<file path="config.mk">
export PLATFORM = sky130hd
export DESIGN_NAME = spiHostMaster
export DESIGN_NICKNAME = d
export VERILOG_FILES = /design/src/rtl/spiHostPkg.sv /design/src/rtl/spiHostFifo.sv /design/src/rtl/spiHostCtl.sv /design/src/rtl/spiHostPath.sv /design/src/rtl/spiHostMaster.sv
export SDC_FILE = /design/constraint.sdc
export NUM_CORES = 1
export LEC_CHECK = 0
export ABC_AREA = 1
export BUFFER_PORTS_ARGS = -buffer_cell sky130_fd_sc_hd__buf_2
export CAP_MARGIN = 20
export CELL_PAD_IN_SITES_DETAIL_PLACEMENT = 0
export CELL_PAD_IN_SITES_GLOBAL_PLACEMENT = 1
export CORE_AREA = 4 4 124 126
export CTS_CLUSTER_SIZE = 8
export DETAILED_ROUTE_END_ITERATION = 6
export DIE_AREA = 0 0 128 130
export GPL_TIMING_DRIVEN = 0
export PLACE_DENSITY_LB_ADDON = 0.1
export SLEW_MARGIN = 20
export SYNTH_ARGS = -nofsm -noshare
export SYNTH_HDL_FRONTEND = slang
export SYNTH_SLANG_ARGS = --single-unit
</file>
<file path="constraint.sdc">
create_clock -name clk -period 2.24 [get_ports clk]
set_input_delay 0.224 -clock clk [delete_from_list [all_inputs] [get_ports clk]]
set_output_delay 0.224 -clock clk [all_outputs]
set_load 0.01 [all_outputs]
</file>
<file path="src/rtl/spiHostPkg.sv">
package spiHostPkg;

  // configuration field selectors
  localparam logic [1:0] CFG_DIVIDER = 2'd0;
  localparam logic [1:0] CFG_MODE    = 2'd1;
  localparam logic [1:0] CFG_SLAVE   = 2'd2;

  typedef enum logic [1:0] {
    SEQ_IDLE  = 2'd0,
    SEQ_SHIFT = 2'd1,
    SEQ_TRAIL = 2'd2
  } seqState_t;

  // strobes from sequencer to shift path
  typedef struct packed {
    logic loadByte;   // take transmit head into shifter
    logic preDrive;   // on load, put MSB on mosi at once (phase 0)
    logic toggleClk;  // serial clock edge this cycle
    logic shiftOut;   // present next bit on mosi
    logic sampleIn;   // capture miso
    logic pushRx;     // completed byte goes to receive FIFO
    logic parkClk;    // idle: hold sclk at polarity
  } spiStrobe_t;

endpackage

</file>
<file path="src/rtl/spiHostFifo.sv">
module spiHostFifo #(
  parameter int WIDTH = 8,
  parameter int DEPTH = 4
) (
  input  logic             clk,
  input  logic             rstN,
  input  logic             push,
  input  logic [WIDTH-1:0] wdata,
  input  logic             pop,
  output logic [WIDTH-1:0] rdata,
  output logic             empty,
  output logic             full
);

  localparam int PTR_W = (DEPTH > 1) ? $clog2(DEPTH) : 1;
  localparam int CNT_W = PTR_W + 1;
  localparam logic [CNT_W-1:0] DEPTH_C = CNT_W'(DEPTH);

  logic [WIDTH-1:0] mem [DEPTH];
  logic [PTR_W-1:0] wrPtr, rdPtr;
  logic [CNT_W-1:0] level;
  logic doPush, doPop;

  assign empty  = (level == '0);
  assign full   = (level == DEPTH_C);
  assign doPush = push && !full;
  assign doPop  = pop && !empty;
  assign rdata  = mem[rdPtr];

  always_ff @(posedge clk) begin
    if (doPush) mem[wrPtr] <= wdata;
  end

  always_ff @(posedge clk) begin
    if (!rstN) begin
      wrPtr <= '0;
      rdPtr <= '0;
      level <= '0;
    end else begin
      if (doPush) wrPtr <= (wrPtr == PTR_W'(DEPTH - 1)) ? '0 : wrPtr + 1'b1;
      if (doPop)  rdPtr <= (rdPtr == PTR_W'(DEPTH - 1)) ? '0 : rdPtr + 1'b1;
      case ({doPush, doPop})
        2'b10:   level <= level + 1'b1;
        2'b01:   level <= level - 1'b1;
        default: level <= level;
      endcase
    end
  end

  AST_FIFO_LEVEL_BOUND: assert property (@(posedge clk) disable iff (!rstN)
    level <= DEPTH_C);

  AST_FIFO_POP_MOVES: assert property (@(posedge clk) disable iff (!rstN)
    (pop && !empty && !push) |=> (level == $past(level) - 1'b1));

endmodule

</file>
<file path="src/rtl/spiHostCtl.sv">
module spiHostCtl
  import spiHostPkg::*;
#(
  parameter int NUM_SLAVES = 4,
  parameter int DIV_W      = 8,
  parameter int FRAME_BITS = 8,
  parameter int SEL_W      = (NUM_SLAVES > 1) ? $clog2(NUM_SLAVES) : 1
) (
  input  logic                  clk,
  input  logic                  rstN,
  input  logic                  cfgWrEn,
  input  logic [1:0]            cfgAddr,
  input  logic [DIV_W-1:0]      cfgData,
  input  logic                  start,
  input  logic                  txEmpty,
  output logic                  txPop,
  output spiStrobe_t            strobe,
  output logic                  cpol,
  output logic                  busy,
  output logic                  cfgErr,
  output logic                  byteDone,
  output logic [NUM_SLAVES-1:0] ssN
);

  localparam int EDGES     = 2 * FRAME_BITS;
  localparam int EDGE_W    = $clog2(EDGES);
  localparam logic [EDGE_W-1:0] LAST_EDGE = EDGE_W'(EDGES - 1);

  seqState_t         state;
  logic [DIV_W-1:0]  halfCnt;
  logic [DIV_W-1:0]  divQ;
  logic [EDGE_W-1:0] edgeIdx;
  logic [SEL_W-1:0]  selQ;
  logic              cpolQ, cphaQ;
  logic              cfgErrQ, byteDoneQ;
  logic              tick, atLast, isLead, accept, cfgTaken;

  assign busy     = (state != SEQ_IDLE);
  assign cpol     = cpolQ;
  assign cfgErr   = cfgErrQ;
  assign byteDone = byteDoneQ;
  assign tick     = (halfCnt == divQ);
  assign atLast   = (edgeIdx == LAST_EDGE);
  assign isLead   = ~edgeIdx[0];
  assign accept   = (state == SEQ_IDLE) && start && !txEmpty;
  assign cfgTaken = cfgWrEn && (state == SEQ_IDLE);

  // strobe generation
  always_comb begin
    strobe          = '0;
    strobe.parkClk  = (state == SEQ_IDLE);
    strobe.preDrive = ~cphaQ;
    txPop           = 1'b0;
    if (accept) begin
      strobe.loadByte = 1'b1;
      txPop           = 1'b1;
    end
    if (state == SEQ_SHIFT && tick) begin
      strobe.toggleClk = 1'b1;
      if (cphaQ) begin
        strobe.shiftOut = isLead;
        strobe.sampleIn = !isLead;
      end else begin
        strobe.sampleIn = isLead;
        strobe.shiftOut = !isLead && !atLast;
      end
      if (atLast) begin
        strobe.pushRx = 1'b1;
        if (!txEmpty) begin
          strobe.loadByte = 1'b1;
          txPop           = 1'b1;
        end
      end
    end
  end

  // sequencer
  always_ff @(posedge clk) begin
    if (!rstN) begin
      state   <= SEQ_IDLE;
      halfCnt <= '0;
      edgeIdx <= '0;
    end else begin
      case (state)
        SEQ_IDLE: begin
          halfCnt <= '0;
          edgeIdx <= '0;
          if (accept) state <= SEQ_SHIFT;
        end
        SEQ_SHIFT: begin
          if (tick) begin
            halfCnt <= '0;
            if (atLast) begin
              edgeIdx <= '0;
              if (txEmpty) state <= SEQ_TRAIL;
            end else begin
              edgeIdx <= edgeIdx + 1'b1;
            end
          end else begin
            halfCnt <= halfCnt + 1'b1;
          end
        end
        SEQ_TRAIL: begin
          if (tick) begin
            halfCnt <= '0;
            state   <= SEQ_IDLE;
          end else begin
            halfCnt <= halfCnt + 1'b1;
          end
        end
        default: state <= SEQ_IDLE;
      endcase
    end
  end

  // configuration fields, writable only while idle
  always_ff @(posedge clk) begin
    if (!rstN) begin
      divQ      <= '0;
      cpolQ     <= 1'b0;
      cphaQ     <= 1'b0;
      selQ      <= '0;
      cfgErrQ   <= 1'b0;
      byteDoneQ <= 1'b0;
    end else begin
      cfgErrQ   <= cfgWrEn && busy;
      byteDoneQ <= (state == SEQ_SHIFT) && tick && atLast;
      if (cfgTaken) begin
        case (cfgAddr)
          CFG_DIVIDER: divQ <= cfgData;
          CFG_MODE: begin
            cpolQ <= cfgData[1];
            cphaQ <= cfgData[0];
          end
          CFG_SLAVE: selQ <= cfgData[SEL_W-1:0];
          default: ;
        endcase
      end
    end
  end

  // one select line per slave
  for (genvar i = 0; i < NUM_SLAVES; i++) begin : g_sel
    assign ssN[i] = !(busy && (selQ == SEL_W'(i)));
  end

  AST_START_NEEDS_DATA: assert property (@(posedge clk) disable iff (!rstN)
    $rose(busy) |-> $past(start && !txEmpty));

  AST_CFG_ERR_ONLY_BUSY: assert property (@(posedge clk) disable iff (!rstN)
    cfgErr |-> $past(cfgWrEn && busy));

  AST_CFG_FROZEN_BUSY: assert property (@(posedge clk) disable iff (!rstN)
    (busy && $past(busy)) |-> ($stable(divQ) && $stable(cpolQ) && $stable(cphaQ) && $stable(selQ)));

endmodule

</file>
<file path="src/rtl/spiHostPath.sv">
module spiHostPath
  import spiHostPkg::*;
#(
  parameter int FRAME_BITS = 8
) (
  input  logic                  clk,
  input  logic                  rstN,
  input  spiStrobe_t            strobe,
  input  logic                  cpol,
  input  logic [FRAME_BITS-1:0] txHead,
  input  logic                  miso,
  output logic                  sclk,
  output logic                  mosi,
  output logic [FRAME_BITS-1:0] rxWord
);

  localparam int MSB = FRAME_BITS - 1;

  logic                  sclkQ, mosiQ;
  logic [FRAME_BITS-1:0] txSh, rxSh;

  assign sclk   = sclkQ;
  assign mosi   = mosiQ;
  assign rxWord = strobe.sampleIn ? {rxSh[MSB-1:0], miso} : rxSh;

  always_ff @(posedge clk) begin
    if (!rstN) begin
      sclkQ <= 1'b0;
      mosiQ <= 1'b0;
      txSh  <= '0;
      rxSh  <= '0;
    end else begin
      if (strobe.parkClk)        sclkQ <= cpol;
      else if (strobe.toggleClk) sclkQ <= ~sclkQ;

      if (strobe.loadByte) begin
        if (strobe.preDrive) begin
          mosiQ <= txHead[MSB];
          txSh  <= {txHead[MSB-1:0], 1'b0};
        end else begin
          txSh  <= txHead;
        end
      end else if (strobe.shiftOut) begin
        mosiQ <= txSh[MSB];
        txSh  <= {txSh[MSB-1:0], 1'b0};
      end

      if (strobe.sampleIn) rxSh <= {rxSh[MSB-1:0], miso};
    end
  end

  AST_DATA_MOVES_ON_EDGE: assert property (@(posedge clk) disable iff (!rstN)
    (strobe.shiftOut || strobe.sampleIn) |-> strobe.toggleClk);

  AST_NO_EDGE_WHILE_PARKED: assert property (@(posedge clk) disable iff (!rstN)
    strobe.parkClk |-> !strobe.toggleClk);

endmodule

</file>
<file path="src/rtl/spiHostMaster.sv">
module spiHostMaster
  import spiHostPkg::*;
#(
  parameter int NUM_SLAVES = 4,
  parameter int DIV_W      = 8,
  parameter int FRAME_BITS = 8,
  parameter int FIFO_DEPTH = 4
) (
  input  logic                  clk,
  input  logic                  rstN,
  input  logic                  cfgWrEn,
  input  logic [1:0]            cfgAddr,
  input  logic [DIV_W-1:0]      cfgData,
  input  logic                  txPush,
  input  logic [FRAME_BITS-1:0] txData,
  output logic                  txFull,
  input  logic                  start,
  input  logic                  rxPop,
  output logic [FRAME_BITS-1:0] rxData,
  output logic                  rxEmpty,
  output logic                  busy,
  output logic                  cfgErr,
  output logic                  byteDone,
  output logic                  sclk,
  output logic                  mosi,
  input  logic                  miso,
  output logic [NUM_SLAVES-1:0] ssN
);

  spiStrobe_t            strobe;
  logic                  txPop, txEmpty, rxFull, cpol;
  logic [FRAME_BITS-1:0] txHead, rxWord;

  spiHostFifo #(.WIDTH(FRAME_BITS), .DEPTH(FIFO_DEPTH)) u_txFifo (
    .clk(clk), .rstN(rstN),
    .push(txPush), .wdata(txData),
    .pop(txPop), .rdata(txHead),
    .empty(txEmpty), .full(txFull)
  );

  spiHostFifo #(.WIDTH(FRAME_BITS), .DEPTH(FIFO_DEPTH)) u_rxFifo (
    .clk(clk), .rstN(rstN),
    .push(strobe.pushRx && !rxFull), .wdata(rxWord),
    .pop(rxPop), .rdata(rxData),
    .empty(rxEmpty), .full(rxFull)
  );

  spiHostCtl #(.NUM_SLAVES(NUM_SLAVES), .DIV_W(DIV_W), .FRAME_BITS(FRAME_BITS)) u_ctl (
    .clk(clk), .rstN(rstN),
    .cfgWrEn(cfgWrEn), .cfgAddr(cfgAddr), .cfgData(cfgData),
    .start(start), .txEmpty(txEmpty), .txPop(txPop),
    .strobe(strobe), .cpol(cpol),
    .busy(busy), .cfgErr(cfgErr), .byteDone(byteDone), .ssN(ssN)
  );

  spiHostPath #(.FRAME_BITS(FRAME_BITS)) u_path (
    .clk(clk), .rstN(rstN),
    .strobe(strobe), .cpol(cpol), .txHead(txHead), .miso(miso),
    .sclk(sclk), .mosi(mosi), .rxWord(rxWord)
  );

  AST_SS_ONE_LOW: assert property (@(posedge clk) disable iff (!rstN)
    $countones(~ssN) == (busy ? 1 : 0));

  AST_IDLE_CLK_PARKED: assert property (@(posedge clk) disable iff (!rstN)
    (!busy && $past(!busy) && $stable(cpol)) |-> (sclk == cpol));

  AST_DONE_ON_EDGE: assert property (@(posedge clk) disable iff (!rstN)
    byteDone |-> (sclk != $past(sclk)));

endmodule

</file>
After elaboration in Yosys (flattened, before gate mapping)
Memory sizes are Yosys's and may differ from the RTL's. A register that Yosys moved wholly into a read port is not among the register bits.
Index checks and enable logic that the tools add are counted.
- register bits: 60
- bits in writable memories: 64
- bits of input ports: 25
- output and inout bits: 19
- logic and storage cells: 143
- memories kept: 2
- memories (name ; words ; width ; rd ports ; clocked after Yosys merged registers in ; wr ports ; RTL line ; RTL):
    u_rxFifo.mem ; 4 ; 8 ; 1 ; 1 ; 1 ; spiHostFifo.sv:19 ; logic [WIDTH-1:0] mem [DEPTH];
    u_txFifo.mem ; 4 ; 8 ; 1 ; 1 ; 1 ; spiHostFifo.sv:19 ;
- $add $sub $neg: 10
- eq/ne operators: 25
- mux-type cells: 41
- bitwise gates (word level): 2
- reductions and logical operators: 44
- operators by type and width (kind ; number):
    two-way mux 8 bit ; 5
    two-way mux 2 bit ; 14
    equality test 2 bit (second input constant) ; 10
    logical AND 1 bit ; 16
    one-hot mux 8 bit (2 select lines) ; 1
    two-way mux 1 bit ; 14
    nonzero test 2 bit ; 7
    two-way mux 4 bit ; 3
    one-hot mux 3 bit (2 select lines) ; 2
    equality test 2 x 1 -> 1 bit (second input constant) ; 5
    != test 2 x 1 -> 1 bit (second input constant) ; 5
    AND reduction 2 bit ; 5
    zero test 1 bit ; 9
    adder 2 x 1 -> 2 bit (second input constant) ; 4
    adder 8 x 1 -> 8 bit (second input constant) ; 1
    equality test 8 bit ; 1
    one-hot mux 4 bit (2 select lines) ; 1
    adder 3 x 1 -> 3 bit (second input constant) ; 2
    equality test 3 bit (second input constant) ; 2
    zero test 2 bit ; 3
    zero test 3 bit ; 2
    one-hot mux 2 bit (3 select lines) ; 1
    subtractor 3 x 1 -> 3 bit (second input constant) ; 2
    AND reduction 5 bit ; 1
    5 further kinds ; 6

Longest topological paths before layout
Gate-level depths: netlist of the first run.
- depth in word-level cells: 10
- depth in mapped cells: 16
- mapped depth without buffers: 16

Modules after synthesis
From an unflattened synthesis of the first run, not the netlist that was laid out.
- cells, all modules: 644
- area, all modules: 5826.8 um^2
- by module, submodules not included (module ; instances ; cells an instance ; area an instance (um^2) ; sequential area each (um^2)):
    spiHostFifo ; 2 ; 146 ; 1692.9 ; 1141.1
    spiHostCtl ; 1 ; 203 ; 1478.9 ; 560.5
    spiHostPath ; 1 ; 147 ; 952.2 ; 360.3
    spiHostMaster ; 1 ; 2 ; 10.0 ; 0.0

Least setup slack after synthesis of the first run
OpenSTA, ideal clock, no wires.
- path kind: reg-to-reg
- from: reg u_ctl.edgeIdx[0]
- to: reg u_txFifo.level[2]
- library setup time: 0.122 ns
- arrival: 2.252 ns
- data required time: 2.118 ns
- setup slack: -0.135 ns
- stages on the path, launching flop included: 15
- buffers on the path: 0
- clock period less this slack: 2.375 ns
- cells stage by stage: dfxtp_1 -> ha_1 -> nand2_1 -> nor2_1 -> o21ai_0 -> nand4_1 -> nand2_2 -> clkinv_1 -> ha_1 -> inv_1 -> fa_1 -> a21oi_1 -> o21ai_0 -> o21ai_0 -> a21oi_1
- word-level cells in the longest chain between the ends: 6
- elaborated cells on any way between the ends: 8
- those cells by class: 3 x eq/ne; 3 x mux; 2 x reduce/logical
- ends and longest elaborated chain (item ; RTL line ; RTL):
    start: declaration ; spiHostCtl.sv:32 ; logic [EDGE_W-1:0] edgeIdx;
    start signal: assignment ; spiHostCtl.sv:97 ; edgeIdx <= edgeIdx + 1'b1;
    equality test 4 bit (*) ; spiHostCtl.sv:43 ; assign atLast = (edgeIdx == LAST_EDGE);
    two-way mux 1 bit (*) ; spiHostCtl.sv:67 ; if (atLast) begin
    two-way mux 1 bit (*) ; spiHostCtl.sv:58 ; if (state == SEQ_SHIFT && tick) begin
    logical AND 1 bit (*) ; spiHostFifo.sv:27 ; assign doPop = pop && !empty;
    equality test 2 x 1 -> 1 bit or equality test 2 bit (tied branches) ; spiHostFifo.sv:42 ; case ({doPush, doPop})
    one-hot mux 3 bit (2 select lines) or nonzero test 2 bit (tied branches) ; -- ;
    end signal: assignment ; spiHostFifo.sv:43 ; 2'b10: level <= level + 1'b1;
    end signal: assignment ; spiHostFifo.sv:44 ; 2'b01: level <= level - 1'b1;
    end signal: assignment ; spiHostFifo.sv:45 ; default: level <= level;
    end: declaration ; spiHostFifo.sv:21 ; logic [CNT_W-1:0] level;
Mark *: on every way between the ends. The rest lies on a longest branch, timed or not.
A chain may end at the register's enable or synchronous reset.

Worst setup path in the final report of the first run
- from: reg u_ctl.halfCnt[3]
- to: reg u_txFifo.level[1]
- word-level cells in the longest chain between the ends: 6
- elaborated cells on any way between the ends: 8
- those cells by class: 3 x eq/ne; 2 x mux; 3 x reduce/logical
- ends and longest elaborated chain (item ; RTL line ; RTL):
    start: declaration ; spiHostCtl.sv:30 ; logic [DIV_W-1:0] halfCnt;
    start signal: assignment ; spiHostCtl.sv:100 ; halfCnt <= halfCnt + 1'b1;
    start signal: assignment ; spiHostCtl.sv:108 ; halfCnt <= halfCnt + 1'b1;
    equality test 8 bit (*) ; spiHostCtl.sv:42 ; assign tick = (halfCnt == divQ);
    logical AND 1 bit (*) ; spiHostCtl.sv:58 ;
    two-way mux 1 bit (*) ; spiHostCtl.sv:58 ;
    logical AND 1 bit (*) ; spiHostFifo.sv:27 ;
    equality test 2 x 1 -> 1 bit or equality test 2 bit (tied branches) ; spiHostFifo.sv:42 ;
    one-hot mux 3 bit (2 select lines) or nonzero test 2 bit (tied branches) ; -- ;
Marked as above.

==> results.cfg, run 1 <==
[sta]
timing.final.crit_share_pct = 102
fmax_mhz = 438
holdWs_ns = 0.0113
finalWorstSetupSlack_ns = -0.0427
min_period_ns = 2.28
rsz0062_at_grt = yes
max_slew_margin_pct = 40.8
finClkSkew_ns = 0.0189
max_slew.worst_pin.slew_ns = 0.885
hold_viol_final = 0
setup_tns_ns = -0.0427
drv_slew = 0
setup_viol = 1

[placed_design]
routabilityCongestion = 0.772
port-buffer-count = 42
dp_hpwl_um = 8870
pre_cts_slack_ns = -0.425

[floorplan]
ios = 44
die_y_um = 130
rows = 44
dieWidth_um = 128
start_util_pct = 40.3
core-area_um2 = 14300
die_area_um2 = 16600

[pwr]
pwr_density_cell_nw_per_um2 = 1180
p_leak_nw = 2.94
vdd_drop_max_v = 0.000611

[grt]
grt_usage_pct = 16.5
globalRouteOverflowTotal = 0
grt_pass1_wl_um = 21200
antenna_found_initial = 0
grt_max_degree = 17
first_global_vias = 4339

[synthesis]
synthXorXnorAreaFrac_pct = 1.37
ys_ff_latch = 128
synth_compound_area_share_pct = 10.9
synth_adder_area_share_pct = 4.81
synth_top_family_by_area = simple AND/OR/NAND/NOR gates
muxShareOfSynthArea_pct = 0
ys_warn_count = 0
synth_cell_types = 39
synth_cells = 644
netlist_area_um2 = 5770
syn-num-nets = 690
syn_area_per_cell_um2 = 8.97
synth-simple-area-share_pct = 19.8
ys_seq_area_share_pct = 55.5

[routing]
antenna_left = 0
via_per_inst = 4.81
drt-total-wl_um = 13000
wire_per_inst_um = 14.1
num_vias = 4438
drtPass1Iterations = 5
drt_iter0_markers = 186
drc = 0

[run]
cap_violations = 0

[critical_path]
start_kind = flip-flop
path_max_fanout = 4
endpoint_kind = flip-flop
cp_data_arrival_time_ns = 2.62
path_class = reg2reg
crit_required_ns = 2.58

[clock_network]
cts_max_path_buffers = 2
clk_pin_slew_ns = 0.06
cts.htree.levels = 4
cts-root-buf = clkbuf_16
cts_inserted_buffers = 17
cts.sinks = 128
clk-insertion-delay-late_ns = 0.42
tritoncts = done

[outcome]
failed_checks = negative setup slack
status = finished with violations

[finish]
nNetsFinal = 771
final_common_cell = nand2_1
drive_gt1_share_pct = 21.8
area_growth_syn_to_layout_pct = 25.7
layout_common_cells = nand2_1 (102), inv_1 (77), nor2_1 (64), edfxtp_1 (64), nand3_1 (54)
fillCellCount = 1342
diodes = 0

[worst_hold_path]
worstHoldPathType = in2reg
[layer usage]
| metal | routed length (um) | vias up | track usage, % |
|---|---|---|---|
| li1 | - | 2312 | - |
| met1 | 5800 | 2066 | 19.6 |
| met2 | 6700 | 52 | 28.7 |
| met3 | 387 | 8 | 3.89 |
| met4 | 123 | 0 | 6.93 |
| met5 | 0 | - | 0 |
[layout make-up]
cell class | count | area (um^2) | share of cell area (%)
inverter | 90 | 355 | 4.90
clock buffer | 18 | 429 | 5.91
sequential | 128 | 3230 | 44.5
buffer | 20 | 113 | 1.55
multi-input combinational | 406 | 2270 | 31.2
clock inverter | 14 | 262 | 3.60
tap | 184 | 230 | 3.17
timing repair buffer | 62 | 373 | 5.14
[cells by family (layout without fill, tap and decap cells)]
family / Yosys count / count (layout)
simple gates: 263 / 263
flops: 128 / 128
compound gates: 113 / 113
buf+inv: 110 / 204
fa+ha+maj: 21 / 21
xor+xnor: 9 / 9
[synth_stat cells, drive strengths merged]
cell type | number | share of area [%]
nand2 | 114 | 7.5
inv | 87 | 5.7
nor2 | 72 | 5.0
dfxtp | 64 | 22
edfxtp | 64 | 33
nand3 | 56 | 5.1
o21ai | 50 | 4.3
a21oi | 39 | 3.4
ha | 19 | 4.1
a211oi | 10 | 1.3
buf | 10 | 1.1
clkbuf | 10 | 0.65
nor3 | 8 | 0.69
o22ai | 8 | 0.87
nand4 | 7 | 0.76
xnor2 | 5 | 0.76
xor2 | 4 | 0.61
clkinv | 3 | 0.20
fa | 2 | 0.69
o211a | 2 | 0.35
o211ai | 2 | 0.35
or2 | 2 | 0.22
a31oi | 1 | 0.11
and3 | 1 | 0.11
nand3b | 1 | 0.13
nor3b | 1 | 0.22
nor4 | 1 | 0.11
o31ai | 1 | 0.13
[registers in the layout, summed over array words and instances (netlist names), 3 cells and up, named ones only]
register / flops
u_ctl.divQ: 8
u_ctl.edgeIdx: 4
u_ctl.halfCnt: 8
u_path.rxSh: 8
u_path.txSh: 8
u_rxFifo.level: 3
u_rxFifo.mem: 32
u_txFifo.level: 3
u_txFifo.mem: 32
[per-stage QoR]
stage	instance area, um^2	util, %	std cells	total power (W)
floorplan	5780	-	644	0.00447
global placement	6220	43.5	870	0.00499
detailed placement	6220	43.5	870	0.00503
CTS	7100	49.6	918	0.00847
global route	7260	50.7	922	0.00908
finish	7260	50.7	922	0.00857
[report_power, final]
group / total (W) / switching (W) / internal (W)
combinational: 0.00240 / 0.00149 / 0.000900
clock: 0.00321 / 0.00101 / 0.00220
sequential: 0.00296 / 0.000128 / 0.00283
total: 0.00857 / 0.00264 / 0.00594
[repair_timing]
item	in CTS	in global routing
pin swaps	9	14
endpoints found under the hold margin	5	0
buffers inserted	14	4
gates resized for setup	26	48
hold buffers	2	0
setup endpoints to repair	37	53
[final timing paths]
kind                                                    start                             end  slack (ns)  cells past startpoint
worst max-delay path            u_ctl.halfCnt[3]$_SDFFE_PN0P_  u_txFifo.level[1]$_SDFFE_PN0P_       -0.04                     13
worst min-delay path                                txData[2]    u_txFifo.mem[1][2]$_DFFE_PP_        0.01                      1
worst max register to register  u_ctl.halfCnt[3]$_SDFFE_PN0P_  u_txFifo.level[1]$_SDFFE_PN0P_       -0.04                     13
worst min register to register  u_ctl.edgeIdx[1]$_SDFFE_PN0P_   u_ctl.edgeIdx[1]$_SDFFE_PN0P_        0.47                      2
[critical path: stages (launching register included)]
cell and delay (ns):
dfxtp_4 0.36, xnor2_2 0.17, nand2_2 0.08, nor2_4 0.17, buf_6 0.13, nand4_1 0.18
nand2_4 0.13, clkinv_4 0.08, ha_4 0.16, inv_4 0.06, fa_2 0.44, nor2_2 0.13
a21oi_2 0.04, nor2_1 0.07
Note: power is estimated with default switching activity, not from simulation.
==> run 2, diff against run 1 <==
- CELL_PAD_IN_SITES_DETAIL_PLACEMENT: 0 -> default
- CELL_PAD_IN_SITES_GLOBAL_PLACEMENT: 1 -> default
- CORE_AREA: 4 4 124 126 -> 4 4 109 111
- DIE_AREA: 0 0 128 130 -> 0 0 113 115
- PLACE_DENSITY: default -> 0.73
- PLACE_DENSITY_LB_ADDON: 0.1 -> default
==> run 2 against run 1 <==
The run still ends with negative setup slack left. Critical path depth is 1 higher. Register-to-register slack better by 0.04 ns. Cell area is 0.50% higher. Final cell count is 2.5% lower. Count of clock-buffer cells in the layout is 1 lower. Clock skew is 0.012 ns lower. Sequential share of layout area hardly changed. Sequential cell count stayed put. Setup slack better by 0.043 ns. Sequential power hardly changed. Hold slack better by 0.024 ns. Critical path type unchanged. Largest cell class unchanged.
==> results.cfg, run 2 (synthesis results as in run 1) <==
[outcome]
status = finished with violations
failed_checks = negative setup slack

[critical_path]
slowest_delay_ns = 0.37
cp_data_arrival_time_ns = 2.65
path_common_cell = o21ai_1
start_kind = flip-flop
path_class = reg2reg
worst-path-buf-inv = 2
path_delay_family = adder cells
critPathSlowestCell = dfxtp_4
path_max_fanout = 5
crit_required_ns = 2.65
endpoint_kind = flip-flop
cp_cell_sequence = ha_2 > nand2_2 > nor2_4 > o21ai_2 > nand4_1 > nand2_4 > clkinv_4 > ha_4 > inv_4 > fa_2 > a21oi_2 > o21ai_1 > o21ai_1 > a21oi_1

[routing]
drt_iter0_markers = 351
via_per_inst = 5.29
drc = 0
wire_per_inst_um = 14.7
drt-total-wl_um = 13200
drtPass1Iterations = 5
antenna_left = 0
num_vias = 4759

[clock_network]
cts_inserted_buffers = 17
clk_pin_slew_ns = 0.07
tritoncts = done
clk-insertion-delay-late_ns = 0.52
cts_max_path_buffers = 2
cts-root-buf = clkbuf_8
cts.htree.levels = 4
cts.sinks = 128

[placed_design]
routabilityCongestion = 0.799
port-buffer-count = 42
dpl_cell_area_um2 = 6170
dp_hpwl_um = 8280

[sta]
finalWorstSetupSlack_ns = -0.0000171
finClkSkew_ns = 0.00705
min_period_ns = 2.24
setup_viol = 1
rsz0062_at_grt = yes
fmax_mhz = 446
timing.final.crit_share_pct = 100
max_slew.worst_pin.slew_ns = 0.781
setup_tns_ns = -0.0000171
hold_viol_final = 0
max_slew_margin_pct = 47.8
drv_slew = 0

[floorplan]
die_y_um = 115
dieWidth_um = 113
start_util_pct = 53.5
die_area_um2 = 13000
ios = 44
rows = 38
core-area_um2 = 10800

[finish]
nNetsFinal = 792
final_area_um2 = 7290
final_common_cell = nand2_1
diodes = 0
fillCellCount = 787
layout_common_cells = nand2_1 (104), inv_1 (75), edfxtp_1 (64), nor2_1 (62), nand3_1 (55)
drive_gt1_share_pct = 23.3
area_growth_syn_to_layout_pct = 26.3
reg_top3 = u_rxFifo.mem: 32 flops, u_txFifo.mem: 32 flops

[grt]
grt_max_degree = 17
grt_pass1_wl_um = 21300
antenna_found_initial = 0
first_global_vias = 4725
grt_usage_pct = 20.4
globalRouteOverflowTotal = 0

[run]
cap_violations = 0

[worst_hold_path]
worstHoldPathType = in2reg

[pwr]
p_leak_nw = 2.97
pwr_density_cell_nw_per_um2 = 1110
vdd_drop_max_v = 0.000606
## run 2: worst min-delay path, cell delays in order
cell	delay (ns)
buf_2	0.08
o21ai_0	0.07
a21oi_1	0.13
## run 2: final timing paths
kind / startpoint / end / slack [ns] / cells past startpoint
worst max register to register: u_ctl.edgeIdx[0]$_SDFFE_PN0P_ / u_txFifo.level[2]$_SDFFE_PN0P_ / -0.00002 / 14
worst min register to register: u_ctl.divQ[7]$_SDFFE_PN0P_ / u_ctl.divQ[7]$_SDFFE_PN0P_ / 0.45 / 2
worst max-delay path: u_ctl.edgeIdx[0]$_SDFFE_PN0P_ / u_txFifo.level[2]$_SDFFE_PN0P_ / -0.00002 / 14
worst min-delay path: cfgData[5] / u_ctl.divQ[5]$_SDFFE_PN0P_ / 0.04 / 3
## run 2: area by class of cell
cell class | instances | area [um^2] | share of cell area [%]
repair buffers | 83 | 591 | 8.10
clock inverters | 15 | 134 | 1.84
flip-flops and latches | 128 | 3240 | 44.4
well taps | 140 | 175 | 2.40
multi-input cells | 406 | 2270 | 31.1
clock buffers | 17 | 414 | 5.68
inverters | 90 | 358 | 4.91
plain buffers | 20 | 109 | 1.49
## run 2: metrics by stage
stage               total power [W]  utilization, %  std cells  worst slack (ns)  hold slack, ns
floorplan                   0.00447               -        644           -0.0170           0.323
finish                      0.00806            67.6        899        -0.0000171          0.0350
CTS                         0.00777            65.9        887           -0.0261          0.0154
global route                0.00851            67.6        899            -0.142          0.0605
global placement            0.00489            57.2        826            -0.253           0.433
detailed placement          0.00499            57.2        826            -0.320           0.441
## run 2: layer usage
metal  global-route usage [%]  wire, um  up-vias
met5                        0         0        -
met4                     8.41       269        0
met3                     4.42       566       28
met2                     37.7      7060      129
met1                     22.9      5330     2253
li1                         -         -     2349
## run 2: repair_timing
item,CTS,global route
pin swaps,13,21
gates cloned,0,0
hold endpoints to repair,40,0
resized for setup,42,41
endpoints found under the setup margin,38,52
hold buffers,16,0
setup buffers,13,12
## run 2: where the power goes
part           internal (W)  switching (W)  total [W]
Sequential          0.00284       0.000142    0.00298
Clock               0.00141        0.00114    0.00254
Combinational      0.000979        0.00156    0.00253
Total               0.00523        0.00284    0.00806
==> run 3, diff against run 2 <==
- ABC_AREA: 1 -> default
- CORE_AREA: 4 4 109 111 -> 4 4 107 109
- DIE_AREA: 0 0 113 115 -> 0 0 111 113
==> run 3 against run 2 <==
The flow still finishes with violations (negative setup slack). Area after synthesis shrank 4.3%. Die area shrank 3.5%. Register-to-register slack lost 0.45 ns. Non-clock buffer count shrank 14. Synthesized cell count shrank 33%. First-iteration DRC count shrank 43%. Clock power is essentially flat. Clock skew grew 0.0027 ns. Setup slack lost 0.45 ns. Critical path type unchanged.
==> results.cfg, run 3 <==
[outcome]
status = finished with violations
failed_checks = negative setup slack

[sta]
max_slew.worst_pin.slew_ns = 0.755
min_period_ns = 2.69
rsz0062_at_grt = yes
holdWs_ns = 0.0292
max_slew_margin_pct = 49.4
drv_slew = 0
finClkSkew_ns = 0.00978
finalWorstSetupSlack_ns = -0.453
setup_tns_ns = -2.06
hold_viol_final = 0
timing.final.crit_share_pct = 120
setup_viol = 38
fmax_mhz = 371

[clock_network]
cts_inserted_buffers = 17
cts.htree.levels = 4
cts_max_path_buffers = 2
cts.sinks = 128
clk_pin_slew_ns = 0.06
clk-insertion-delay-late_ns = 0.53
cts-root-buf = clkbuf_8
tritoncts = done

[routing]
drc = 0
drtPass1Iterations = 4
drt_iter0_markers = 201
drt-total-wl_um = 10000
num_vias = 3560
antenna_left = 0
via_per_inst = 5.24
wire_per_inst_um = 14.8

[synthesis]
synth-edff-count = 64
async_flop_share_pct = 0
synth_cell_types = 41
netlist_area_um2 = 5530
ys_ff_latch = 128
synth_cells = 434
syn_area_per_cell_um2 = 12.7
synth_top_area_share_pct = 34.8
syn-num-nets = 480
ys_top_cells_by_area = edfxtp_1 (35%), dfxtp_1 (23%), mux4_2 (6.5%)
ys.flop_type = edfxtp_1
ys_seq_area_share_pct = 58.0
ys_warn_count = 0
synthTopCellsByCount = dfxtp_1 (64), edfxtp_1 (64), nor2_1 (34)
synth_area_leader_cell = edfxtp_1

[floorplan]
dieWidth_um = 111
die_area_um2 = 12500
ios = 44
die_y_um = 113
start_util_pct = 52.1
rows = 38
core-area_um2 = 10600

[grt]
grt_pass1_wl_um = 17000
grt_max_degree = 17
first_global_vias = 3599
globalRouteOverflowTotal = 0
grt_usage_pct = 17.0
antenna_found_initial = 0

[critical_path]
crit_required_ns = 2.70
start_kind = flip-flop
setup.worst_path.start = u_ctl.halfCnt[3]$_SDFFE_PN0P_
cp_data_arrival_time_ns = 3.15
slowest_delay_ns = 0.58
endpoint_kind = flip-flop
r2r-start = u_ctl.halfCnt[3]$_SDFFE_PN0P_
rr_worst_depth = 11
path_class = reg2reg
path_common_cell = inv_2
critPathSlowestCell = or4_4
path_max_fanout = 3
cp_cell_sequence = xor2_2 > or4_4 > nor3_4 > o21ai_4 > inv_2 > ha_4 > inv_2 > fa_2 > xor2_1 > or3_1 > a21oi_1

[worst_hold_path]
holdPathStages = 3
worstHoldPathType = in2reg
min_from = rstN

[finish]
nNetsFinal = 572
reg_top3 = u_rxFifo.mem: 32 flops, u_txFifo.mem: 32 flops
diodes = 0
drive_gt1_share_pct = 28.2
post-route-util_pct = 64.5
area_growth_syn_to_layout_pct = 23.8
final_common_cell = edfxtp_1
layout_common_cells = edfxtp_1 (64), dfxtp_1 (57), buf_2 (43), nor2_1 (32), a21oi_1 (29)

[pwr]
p_leak_nw = 2.69
vdd_drop_max_v = 0.000783
p_total_w = 0.00662
pwr_density_cell_nw_per_um2 = 968

[placed_design]
pre_cts_slack_ns = -0.661
port-buffer-count = 43
routabilityCongestion = 0.776
dp_hpwl_um = 6930

[run]
cap_violations = 0
run 3: cell count changes after synthesis, sizes merged, moves of 10 or more:
cell / change
nand2: -100
inv: -69
nand3: -45
nor2: -38
o21ai: -37
mux2i: +22
and2: +18
mux2: +16
mux4: +16
xor2: +11
a21oi: -10
run 3: cells by family (layout without fill, tap and decap cells):
family | Yosys count | in the layout | synth area share [%]
xor+xnor | 20 | 20 | 3.17
compound gates | 59 | 59 | 6.18
buf+inv | 34 | 139 | 2.31
mux | 54 | 54 | 13.8
simple gates | 118 | 118 | 11.6
flops | 128 | 128 | 58.0
fa+ha+maj | 21 | 21 | 5.03
run 3: per-layer routing:
layer,share of wire [%],GRT usage (%),wire (um),vias to the layer above
li1,-,-,-,1767
met1,44,20.3,4390,1713
met2,51,28.9,5140,61
met3,3.4,4.81,340,19
met4,1.7,7.47,175,0
met5,0,0,0,-
run 3: path summary, 6_finish.rpt:
| kind | end | slack [ns] |
|---|---|---|
| hold / removal | u_ctl.state[0]$_SDFFE_PN0P_ | 0.03 |
| setup / recovery | u_txFifo.level[2]$_SDFFE_PN0P_ | -0.45 |
| hold reg to reg | u_path.txSh[0]$_SDFFE_PN0P_ | 0.47 |
| setup reg to reg | u_txFifo.level[2]$_SDFFE_PN0P_ | -0.45 |
run 3: final cells by class:
class,instances,area (um^2)
plain buffers,14,52.6
clock buffers,18,418
clock inverters,14,130
fillers,793,3760
inverters,18,67.6
multi-input cells,272,2270
flip-flops and latches,128,3210
well taps,140,175
repair buffers,75,505
run 3: per-stage QoR:
step	cells	cell area, um^2
finish	679	6840
CTS	678	6810
floorplan	434	5580
global placement	617	5970
global route	679	6840
detailed placement	617	5970
run 3: power by group:
part / internal, W / leakage, nW / switching (W)
sequential: 0.00266 / 1.15 / 0.000104
clock: 0.00149 / 0.263 / 0.00104
combinational: 0.000605 / 1.28 / 0.000728
total: 0.00475 / 2.69 / 0.00187
run 3: what timing repair did:
action | CTS | global route
setup buffers | 13 | 3
hold endpoints to repair | 44 | 0
hold buffers | 17 | 0
pin swaps | 12 | 2
setup endpoints to repair | 92 | 113
resized for setup | 17 | 5
run 3: critical path, delay by kind of cell (launching register included):
family	cells	cell delay (ns)
AOI/OAI and AO/OA	2	0.21
xor gates and xnor gates	2	0.33
adders and majority gates	2	0.46
buffers and inverters	2	0.13
DFF	1	0.33
and+or+nand+nor	3	1.15
